$ cat config.mk
export PLATFORM = sky130hd
export DESIGN_NAME = avg_decim_front
export DESIGN_NICKNAME = d
export VERILOG_FILES = /design/src/rtl/avg_decim_pkg.sv /design/src/rtl/copy_combiner.sv /design/src/rtl/window_tracker.sv /design/src/rtl/boxcar_decim.sv /design/src/rtl/avg_decim_front.sv
export SDC_FILE = /design/constraint.sdc
export NUM_CORES = 1
export LEC_CHECK = 0
export ABC_AREA = 1
export ABC_CLOCK_PERIOD_IN_PS = 3200
export BUFFER_PORTS_ARGS = -buffer_cell sky130_fd_sc_hd__buf_2
export CAP_MARGIN = 30
export CORE_MARGIN = 5
export CORE_UTILIZATION = 40
export CTS_BUF_LIST = sky130_fd_sc_hd__clkbuf_16
export CTS_CLUSTER_DIAMETER = 50
export DETAILED_ROUTE_END_ITERATION = 12
export PLACE_DENSITY = 0.59
export SLEW_MARGIN = 20
export SYNTH_ARGS = -nofsm -noshare
export SYNTH_HDL_FRONTEND = slang
export SYNTH_HIERARCHICAL = 1
export SYNTH_SLANG_ARGS = --single-unit
$ cat constraint.sdc
create_clock -name clk -period 3.2 [get_ports clk]
set_input_delay 0.16 -clock clk [delete_from_list [all_inputs] [get_ports clk]]
set_output_delay 0.16 -clock clk [all_outputs]
set_load 0.03 [all_outputs]
$ cat src/rtl/avg_decim_pkg.sv
// Shared defaults for the redundant-channel averaging decimator.
// Assumes signal count and copy count are powers of two.
package avg_decim_pkg;
    localparam int DEF_SMP_W = 18;   // ADC sample width
    localparam int DEF_NSIG  = 4;    // distinct signals per frame
    localparam int DEF_NCOPY = 4;    // copies of each signal
    localparam int DEF_DEC1  = 8;    // first decimation factor
    localparam int DEF_DEC2  = 4;    // second decimation factor
endpackage

$ cat src/rtl/copy_combiner.sv
// Adds the NCOPY copies of each signal in a frame. Channel index c maps to
// signal c mod NSIG and copy c / NSIG. A registered sum leaves one cycle
// after the last copy is taken. Assumes NSIG and NCOPY are powers of two.
module copy_combiner #(
    parameter int SMP_W = 18,
    parameter int NSIG  = 4,
    parameter int NCOPY = 4,
    localparam int CH_W   = $clog2(NSIG * NCOPY),
    localparam int SIG_W  = $clog2(NSIG),
    localparam int COPY_W = CH_W - SIG_W,
    localparam int SUM_W  = SMP_W + $clog2(NCOPY)
) (
    input  logic                    clk,
    input  logic                    rst_n,
    input  logic                    in_valid,
    input  logic                    in_sof,
    input  logic signed [SMP_W-1:0] in_data,
    output logic                    sum_valid,
    output logic [SIG_W-1:0]        sum_sig,
    output logic signed [SUM_W-1:0] sum_data
);
    logic [CH_W-1:0]         ch_q;
    logic [CH_W-1:0]         cur_ch;
    logic [SIG_W-1:0]        cur_sig;
    logic [COPY_W-1:0]       cur_copy;
    logic signed [SUM_W-1:0] ext;
    logic signed [SUM_W-1:0] nxt;
    logic signed [SUM_W-1:0] acc [NSIG];

    // Decode the channel of the present sample and form the running sum.
    always_comb begin
        cur_ch   = in_sof ? '0 : ch_q;
        cur_sig  = cur_ch[SIG_W-1:0];
        cur_copy = cur_ch[CH_W-1:SIG_W];
        ext      = SUM_W'(in_data);
        nxt      = (cur_copy == '0) ? ext : acc[cur_sig] + ext;
    end

    // Advance the channel count, accumulate copies, emit on the last copy.
    always_ff @(posedge clk) begin
        if (!rst_n) begin
            ch_q      <= '0;
            sum_valid <= 1'b0;
            sum_sig   <= '0;
            sum_data  <= '0;
            for (int i = 0; i < NSIG; i++) acc[i] <= '0;
        end else begin
            sum_valid <= 1'b0;
            if (in_valid) begin
                ch_q         <= cur_ch + 1'b1;
                acc[cur_sig] <= nxt;
                if (cur_copy == COPY_W'(NCOPY - 1)) begin
                    sum_valid <= 1'b1;
                    sum_sig   <= cur_sig;
                    sum_data  <= nxt;
                end
            end
        end
    end

    localparam logic signed [SUM_W-1:0] SUM_HI = SUM_W'(NCOPY * ((1 << (SMP_W - 1)) - 1));
    localparam logic signed [SUM_W-1:0] SUM_LO = SUM_W'(-(NCOPY * (1 << (SMP_W - 1))));

    AST_SUM_RANGE: assert property (@(posedge clk) disable iff (!rst_n)
        sum_valid |-> (sum_data <= SUM_HI && sum_data >= SUM_LO));

    AST_SUM_AFTER_SAMPLE: assert property (@(posedge clk) disable iff (!rst_n)
        sum_valid |-> $past(in_valid));
endmodule

$ cat src/rtl/window_tracker.sv
// Keeps the running minimum and maximum of each signal's raw sum and a
// full-scale flag. A clear marks every signal to reload from its next sum;
// a sum arriving with the clear is that next sum.
module window_tracker #(
    parameter int SMP_W = 18,
    parameter int NSIG  = 4,
    parameter int NCOPY = 4,
    localparam int SIG_W = $clog2(NSIG),
    localparam int W     = SMP_W + $clog2(NCOPY)
) (
    input  logic                clk,
    input  logic                rst_n,
    input  logic                sum_valid,
    input  logic [SIG_W-1:0]    sum_sig,
    input  logic signed [W-1:0] sum_data,
    input  logic                clear,
    output logic [NSIG*W-1:0]   min_flat,
    output logic [NSIG*W-1:0]   max_flat,
    output logic [NSIG-1:0]     sat
);
    localparam logic signed [W-1:0] POS_FS = W'(NCOPY * ((1 << (SMP_W - 1)) - 1));
    localparam logic signed [W-1:0] NEG_FS = W'(-(NCOPY * (1 << (SMP_W - 1))));

    logic signed [W-1:0] mn [NSIG];
    logic signed [W-1:0] mx [NSIG];
    logic [NSIG-1:0]     reload;

    // Update the window of the arriving signal; arm reloads on a clear.
    always_ff @(posedge clk) begin
        if (!rst_n) begin
            reload <= '1;
            for (int i = 0; i < NSIG; i++) begin
                mn[i] <= '0;
                mx[i] <= '0;
            end
        end else begin
            for (int i = 0; i < NSIG; i++) begin
                if (sum_valid && sum_sig == SIG_W'(i)) begin
                    reload[i] <= 1'b0;
                    if (reload[i] || clear) begin
                        mn[i] <= sum_data;
                        mx[i] <= sum_data;
                    end else begin
                        if (sum_data < mn[i]) mn[i] <= sum_data;
                        if (sum_data > mx[i]) mx[i] <= sum_data;
                    end
                end else if (clear) begin
                    reload[i] <= 1'b1;
                end
            end
        end
    end

    for (genvar g = 0; g < NSIG; g++) begin : g_out
        // Flatten the window and raise the flag at either full-scale end.
        assign min_flat[g*W +: W] = mn[g];
        assign max_flat[g*W +: W] = mx[g];
        assign sat[g] = (mx[g] >= POS_FS) || (mn[g] <= NEG_FS);

        AST_MIN_LE_MAX: assert property (@(posedge clk) disable iff (!rst_n)
            mn[g] <= mx[g]);
    end
endmodule

$ cat src/rtl/boxcar_decim.sv
// Boxcar pre-filter and decimator shared by all signals of a serial lane.
// For each signal it sums FACTOR inputs at full precision and emits the
// sum shifted right by log2(FACTOR), that is, floor of the mean.
// Assumes FACTOR is a power of two of at least 2.
module boxcar_decim #(
    parameter int NSIG   = 4,
    parameter int FACTOR = 8,
    parameter int W      = 18,
    localparam int LOGF  = $clog2(FACTOR),
    localparam int AW    = W + LOGF,
    localparam int SIG_W = $clog2(NSIG)
) (
    input  logic                clk,
    input  logic                rst_n,
    input  logic                in_valid,
    input  logic [SIG_W-1:0]    in_sig,
    input  logic signed [W-1:0] in_data,
    output logic                out_valid,
    output logic [SIG_W-1:0]    out_sig,
    output logic signed [W-1:0] out_data
);
    logic signed [AW-1:0] acc [NSIG];
    logic [LOGF-1:0]      cnt [NSIG];
    logic signed [AW-1:0] total;

    // Running total including the present input.
    always_comb total = acc[in_sig] + AW'(in_data);

    // Accumulate per signal; on the last input emit the mean and restart.
    always_ff @(posedge clk) begin
        if (!rst_n) begin
            out_valid <= 1'b0;
            out_sig   <= '0;
            out_data  <= '0;
            for (int i = 0; i < NSIG; i++) begin
                acc[i] <= '0;
                cnt[i] <= '0;
            end
        end else begin
            out_valid <= 1'b0;
            if (in_valid) begin
                if (cnt[in_sig] == LOGF'(FACTOR - 1)) begin
                    acc[in_sig] <= '0;
                    cnt[in_sig] <= '0;
                    out_valid   <= 1'b1;
                    out_sig     <= in_sig;
                    out_data    <= W'(total >>> LOGF);
                end else begin
                    acc[in_sig] <= total;
                    cnt[in_sig] <= cnt[in_sig] + 1'b1;
                end
            end
        end
    end

    AST_DECIM_AFTER_INPUT: assert property (@(posedge clk) disable iff (!rst_n)
        out_valid |-> $past(in_valid));

    AST_DECIM_SAME_SIG: assert property (@(posedge clk) disable iff (!rst_n)
        out_valid |-> out_sig == $past(in_sig));
endmodule

$ cat src/rtl/avg_decim_front.sv
// Top of the redundant-channel averaging decimator. The chain is: copy
// combiner, divide by copy count, first boxcar decimator, second boxcar
// decimator. The window tracker watches the raw sum. Signals travel
// serially, so one adder per stage serves all of them.
module avg_decim_front
    import avg_decim_pkg::*;
#(
    parameter int SMP_W = DEF_SMP_W,
    parameter int NSIG  = DEF_NSIG,
    parameter int NCOPY = DEF_NCOPY,
    parameter int DEC1  = DEF_DEC1,
    parameter int DEC2  = DEF_DEC2,
    localparam int SIG_W = $clog2(NSIG),
    localparam int SUM_W = SMP_W + $clog2(NCOPY),
    localparam int SHIFT = $clog2(NCOPY)
) (
    input  logic                    clk,
    input  logic                    rst_n,
    input  logic                    smp_valid,
    input  logic                    smp_sof,
    input  logic [SMP_W-1:0]        smp_data,
    input  logic                    win_clear,
    output logic                    out_valid,
    output logic [SIG_W-1:0]        out_sig,
    output logic [SMP_W-1:0]        out_data,
    output logic [NSIG*SUM_W-1:0]   win_min,
    output logic [NSIG*SUM_W-1:0]   win_max,
    output logic [NSIG-1:0]         win_sat
);
    logic                    sum_valid;
    logic [SIG_W-1:0]        sum_sig;
    logic signed [SUM_W-1:0] sum_data;
    logic signed [SMP_W-1:0] avg;
    logic                    mid_valid;
    logic [SIG_W-1:0]        mid_sig;
    logic signed [SMP_W-1:0] mid_data;
    logic signed [SMP_W-1:0] fin_data;

    copy_combiner #(.SMP_W(SMP_W), .NSIG(NSIG), .NCOPY(NCOPY)) u_comb (
        .clk(clk), .rst_n(rst_n),
        .in_valid(smp_valid), .in_sof(smp_sof), .in_data($signed(smp_data)),
        .sum_valid(sum_valid), .sum_sig(sum_sig), .sum_data(sum_data)
    );

    window_tracker #(.SMP_W(SMP_W), .NSIG(NSIG), .NCOPY(NCOPY)) u_win (
        .clk(clk), .rst_n(rst_n),
        .sum_valid(sum_valid), .sum_sig(sum_sig), .sum_data(sum_data),
        .clear(win_clear),
        .min_flat(win_min), .max_flat(win_max), .sat(win_sat)
    );

    // Scale the sum back to single-copy units by an arithmetic shift.
    always_comb avg = SMP_W'(sum_data >>> SHIFT);

    boxcar_decim #(.NSIG(NSIG), .FACTOR(DEC1), .W(SMP_W)) u_dec1 (
        .clk(clk), .rst_n(rst_n),
        .in_valid(sum_valid), .in_sig(sum_sig), .in_data(avg),
        .out_valid(mid_valid), .out_sig(mid_sig), .out_data(mid_data)
    );

    boxcar_decim #(.NSIG(NSIG), .FACTOR(DEC2), .W(SMP_W)) u_dec2 (
        .clk(clk), .rst_n(rst_n),
        .in_valid(mid_valid), .in_sig(mid_sig), .in_data(mid_data),
        .out_valid(out_valid), .out_sig(out_sig), .out_data(fin_data)
    );

    assign out_data = fin_data;

    AST_OUT_SIG_ORDER: assert property (@(posedge clk) disable iff (!rst_n)
        (out_valid && $past(out_valid)) |-> out_sig == SIG_W'($past(out_sig) + 1'b1));
endmodule

==> results.txt <==
fin cells -> 4774
vias per std cell -> 5.09
Post-CTS Setup Bufs -> 0
Starting Density -> 0.402
Max H-tree Level -> 3
fraction of layout cells with a size suffix above 1 -> 0.156
post-synth cell types -> 49
area of the mapped netlist -> 29200 um^2
DR DRC count -> 0
Worst Path Arrival -> 3.34 ns
largest family of logic cells by synthesized area -> simple AND/OR/NAND/NOR gates
port bufs -> 207
area fraction in compound gates after synthesis -> 0.0772
Post-Place Cell Area -> 31900 um^2
type of the tightest min-delay check -> in2reg
final WL -> 88600 um
Post-DRT Antenna Nets -> 0
Worst Tran Pin Value -> 0.700 ns
Clock transition at path regs -> 0.05 ns
global-route wire length before repair -> 134000 um
Die Height -> 280 um
Simple-Gate Fraction of Synth Area -> 0.247
Synth Register Bits -> 497
Final WS setup -> 0.194 ns
FFs w/ async S/R, synth -> 0
Int Pwr -> 0.0121 W
P_sw -> 0.00401 W
grt ovf -> 0
mux cell area share after synthesis -> 0.00111
top_reg_cell synth -> edfxtp_1
min cycle time layout -> 3.01 ns
vias in the first global route -> 22909
Comb power frac -> 0.076
routability cong. -> 0.916
Die ar. -> 78500 um^2
area delta synth->final -> 17.2%
1st-iter DRT viols -> 1836
routed length per instance -> 18.6 um
yosys warns -> 6
Leakage -> 16.1 nW
# setup viols final -> 0
CP cell instances -> inv_1, nor2_2, inv_4, buf_12, a21oi_1, a32o_1, inv_1, ha_1, a21oi_1, nand2_1, inv_1, nand3_1, or2_1, nand2_1, nand2_1, nand2_1, nor2_1
core area -> 72700 um^2
detailed-placement wirelength estimate -> 65000 um
slew margin rel. -> 0.533
Max Cap Violations -> 0
Net Count, Synth -> 3718
CP most frequent cell -> nand2_1
sequential share of the synthesized area -> 0.486
Reg area -> 14200 um^2
number of enable flip-flop cells after synthesis -> 424
placed cell count -> 4644
Peak VDD IR -> 0.394 mV
clock skew -> 0.0245 ns
largest net degree at the start of global routing -> 44
CTS max path bufs -> 3
die width -> 280 um
worst skew pair latency -> 0.61 ns
status -> complete, no violations
Mean Syn Cell Area -> 8.41 um^2
Switching Fraction -> 0.250
IO Pins -> 208
clock network power share -> 0.469
hold slack -> 0.0275 ns
Slew Viols, Final -> 0
fin nets -> 4003
Syn Inst Count -> 3474
# diodes -> 0
final hold violation count -> 0
fmax -> 0.333 GHz
Cell Pwr Density -> 469 nW/um^2
Final period util -> 0.939
clk root buf -> clkbuf_16
share of power burned in registers -> 0.456
CP max stage delay -> 0.36 ns
fillers -> 7008
pre-CTS setup slack -> 0.120 ns
CTS tree -> done
initial antenna violation count -> 1
Crit Path Class -> reg2reg
CP Max Fanout -> 20
All-Layer GR Usage -> 0.219
CTS Sinks -> 497
area share of fa/ha/maj cells after synthesis -> 0.0954
DRT Pass-1 Iters -> 5
via count -> 24307
XOR/XNOR share of the synthesized area -> 0.00540
Final Util -> 0.471
CP Data Required Time -> 3.53 ns
crit path launch type -> register
multi-input logic area -> 12500 um^2
Finished Cell Area -> 34200 um^2
CTS Buf Count -> 68
crit path capture type -> register
slowest CP cell -> ha_1
row count -> 99
## kinds of logic (layout without fill, tap and decap cells)
| kind of cell | Yosys count | count (layout) |
|---|---|---|
| AND/OR/NAND/NOR | 1709 | 1709 |
| XOR/XNOR | 18 | 18 |
| buffers and inverters | 637 | 978 |
| AO/OA/AOI/OAI | 390 | 390 |
| multiplexers | 2 | 2 |
| adder cells (fa/ha/maj) | 221 | 221 |
| flip-flops | 497 | 497 |
## metal layers
| layer | vias to the layer above | global-route usage | part of all wire |
|---|---|---|---|
| li1 | 11996 | - | - |
| met1 | 11409 | 0.309 | 0.45 |
| met2 | 766 | 0.354 | 0.46 |
| met3 | 134 | 0.0315 | 0.065 |
| met4 | 2 | 0.0633 | 0.026 |
| met5 | - | 0 | 0.00011 |
## flip-flops by register name, indices dropped and copies added (netlist names), 18 cells and up
| signal | count |
|---|---|
| u_dec2/acc | 80 |
| u_comb/acc | 80 |
| u_win/mn | 80 |
| u_dec1/acc | 84 |
| u_comb/sum_data | 20 |
| u_dec1/out_data | 18 |
| u_win/mx | 80 |
| u_dec2/out_data | 18 |
## power groups by stage
stage / registers (W) / logic, W / clock network, W
2_1_floorplan: 0.00757 / 0.000667 / 0
3_3_place_gp: 0.00746 / 0.00120 / 0
3_5_place_dp: 0.00746 / 0.00120 / 0
4_1_cts: 0.00732 / 0.00121 / 0.00769
5_1_grt: 0.00734 / 0.00134 / 0.00796
6_report: 0.00732 / 0.00122 / 0.00753
## per-stage QoR
step / setup TNS [ns] / total power (W)
floorplan: 0 / 0.00823
global placement: 0 / 0.00865
detailed placement: 0 / 0.00866
CTS: 0 / 0.0162
global route: -0.0390 / 0.0166
finish: 0 / 0.0161
## critical path, delay by kind of cell, from the launching register on
family	cells	cell delay (ns)
buffers and inverters	5	0.55
AND/OR/NAND/NOR	8	0.99
AO/OA/AOI/OAI	3	0.51
flip-flops	1	0.33
adder cells (fa/ha/maj)	1	0.36
## cells in the mapped netlist, drive strengths merged, types with 42 or more instances
cell type | instances | area share
inv | 524 | 0.067
o21ai | 138 | 0.024
nor2 | 646 | 0.090
o22ai | 44 | 0.0094
buf | 67 | 0.014
nand2 | 801 | 0.11
edfxtp | 424 | 0.44
nand4 | 62 | 0.013
dfxtp | 73 | 0.050
clkbuf | 42 | 0.0054
a21oi | 151 | 0.027
ha | 218 | 0.093
nand3 | 156 | 0.028
## cell usage in the layout, fill, tap and decap left out, types with 97 or more instances in the layout
cell type  instances
edfxtp_1         424
nor2_1           578
buf_4             97
buf_2            207
inv_1            510
a21oi_1          139
nand2_1          761
ha_1             217
nand3_1          148
o21ai_0          125
## final timing paths
| kind | from | cells past startpoint | slack (ns) | end |
|---|---|---|---|---|
| max | u_comb/ch_q[1] | 17 | 0.19 | u_comb/acc[2][11] |
| min | smp_data[8] | 5 | 0.03 | u_comb/sum_data[8] |
| max reg2reg | u_comb/ch_q[1] | 17 | 0.19 | u_comb/acc[2][11] |
| min reg2reg | u_comb/ch_q[3] | 2 | 0.48 | u_comb/ch_q[3] |
## repair_timing
action	in CTS	in global routing
setup endpoints to repair	0	40
hold buffers	4	0
hold endpoints to repair	5	0
gates resized for setup	0	10
## layout make-up
cell class              instances  share of cell area
repair buffers                324              0.0615
inverters                     528              0.0580
well taps                     959              0.0350
multi-input cells            2340               0.364
clock buffers                  72              0.0526
flip-flops and latches        497               0.415
clock inverters                54              0.0137
Note: power is estimated with default switching activity, not from simulation.
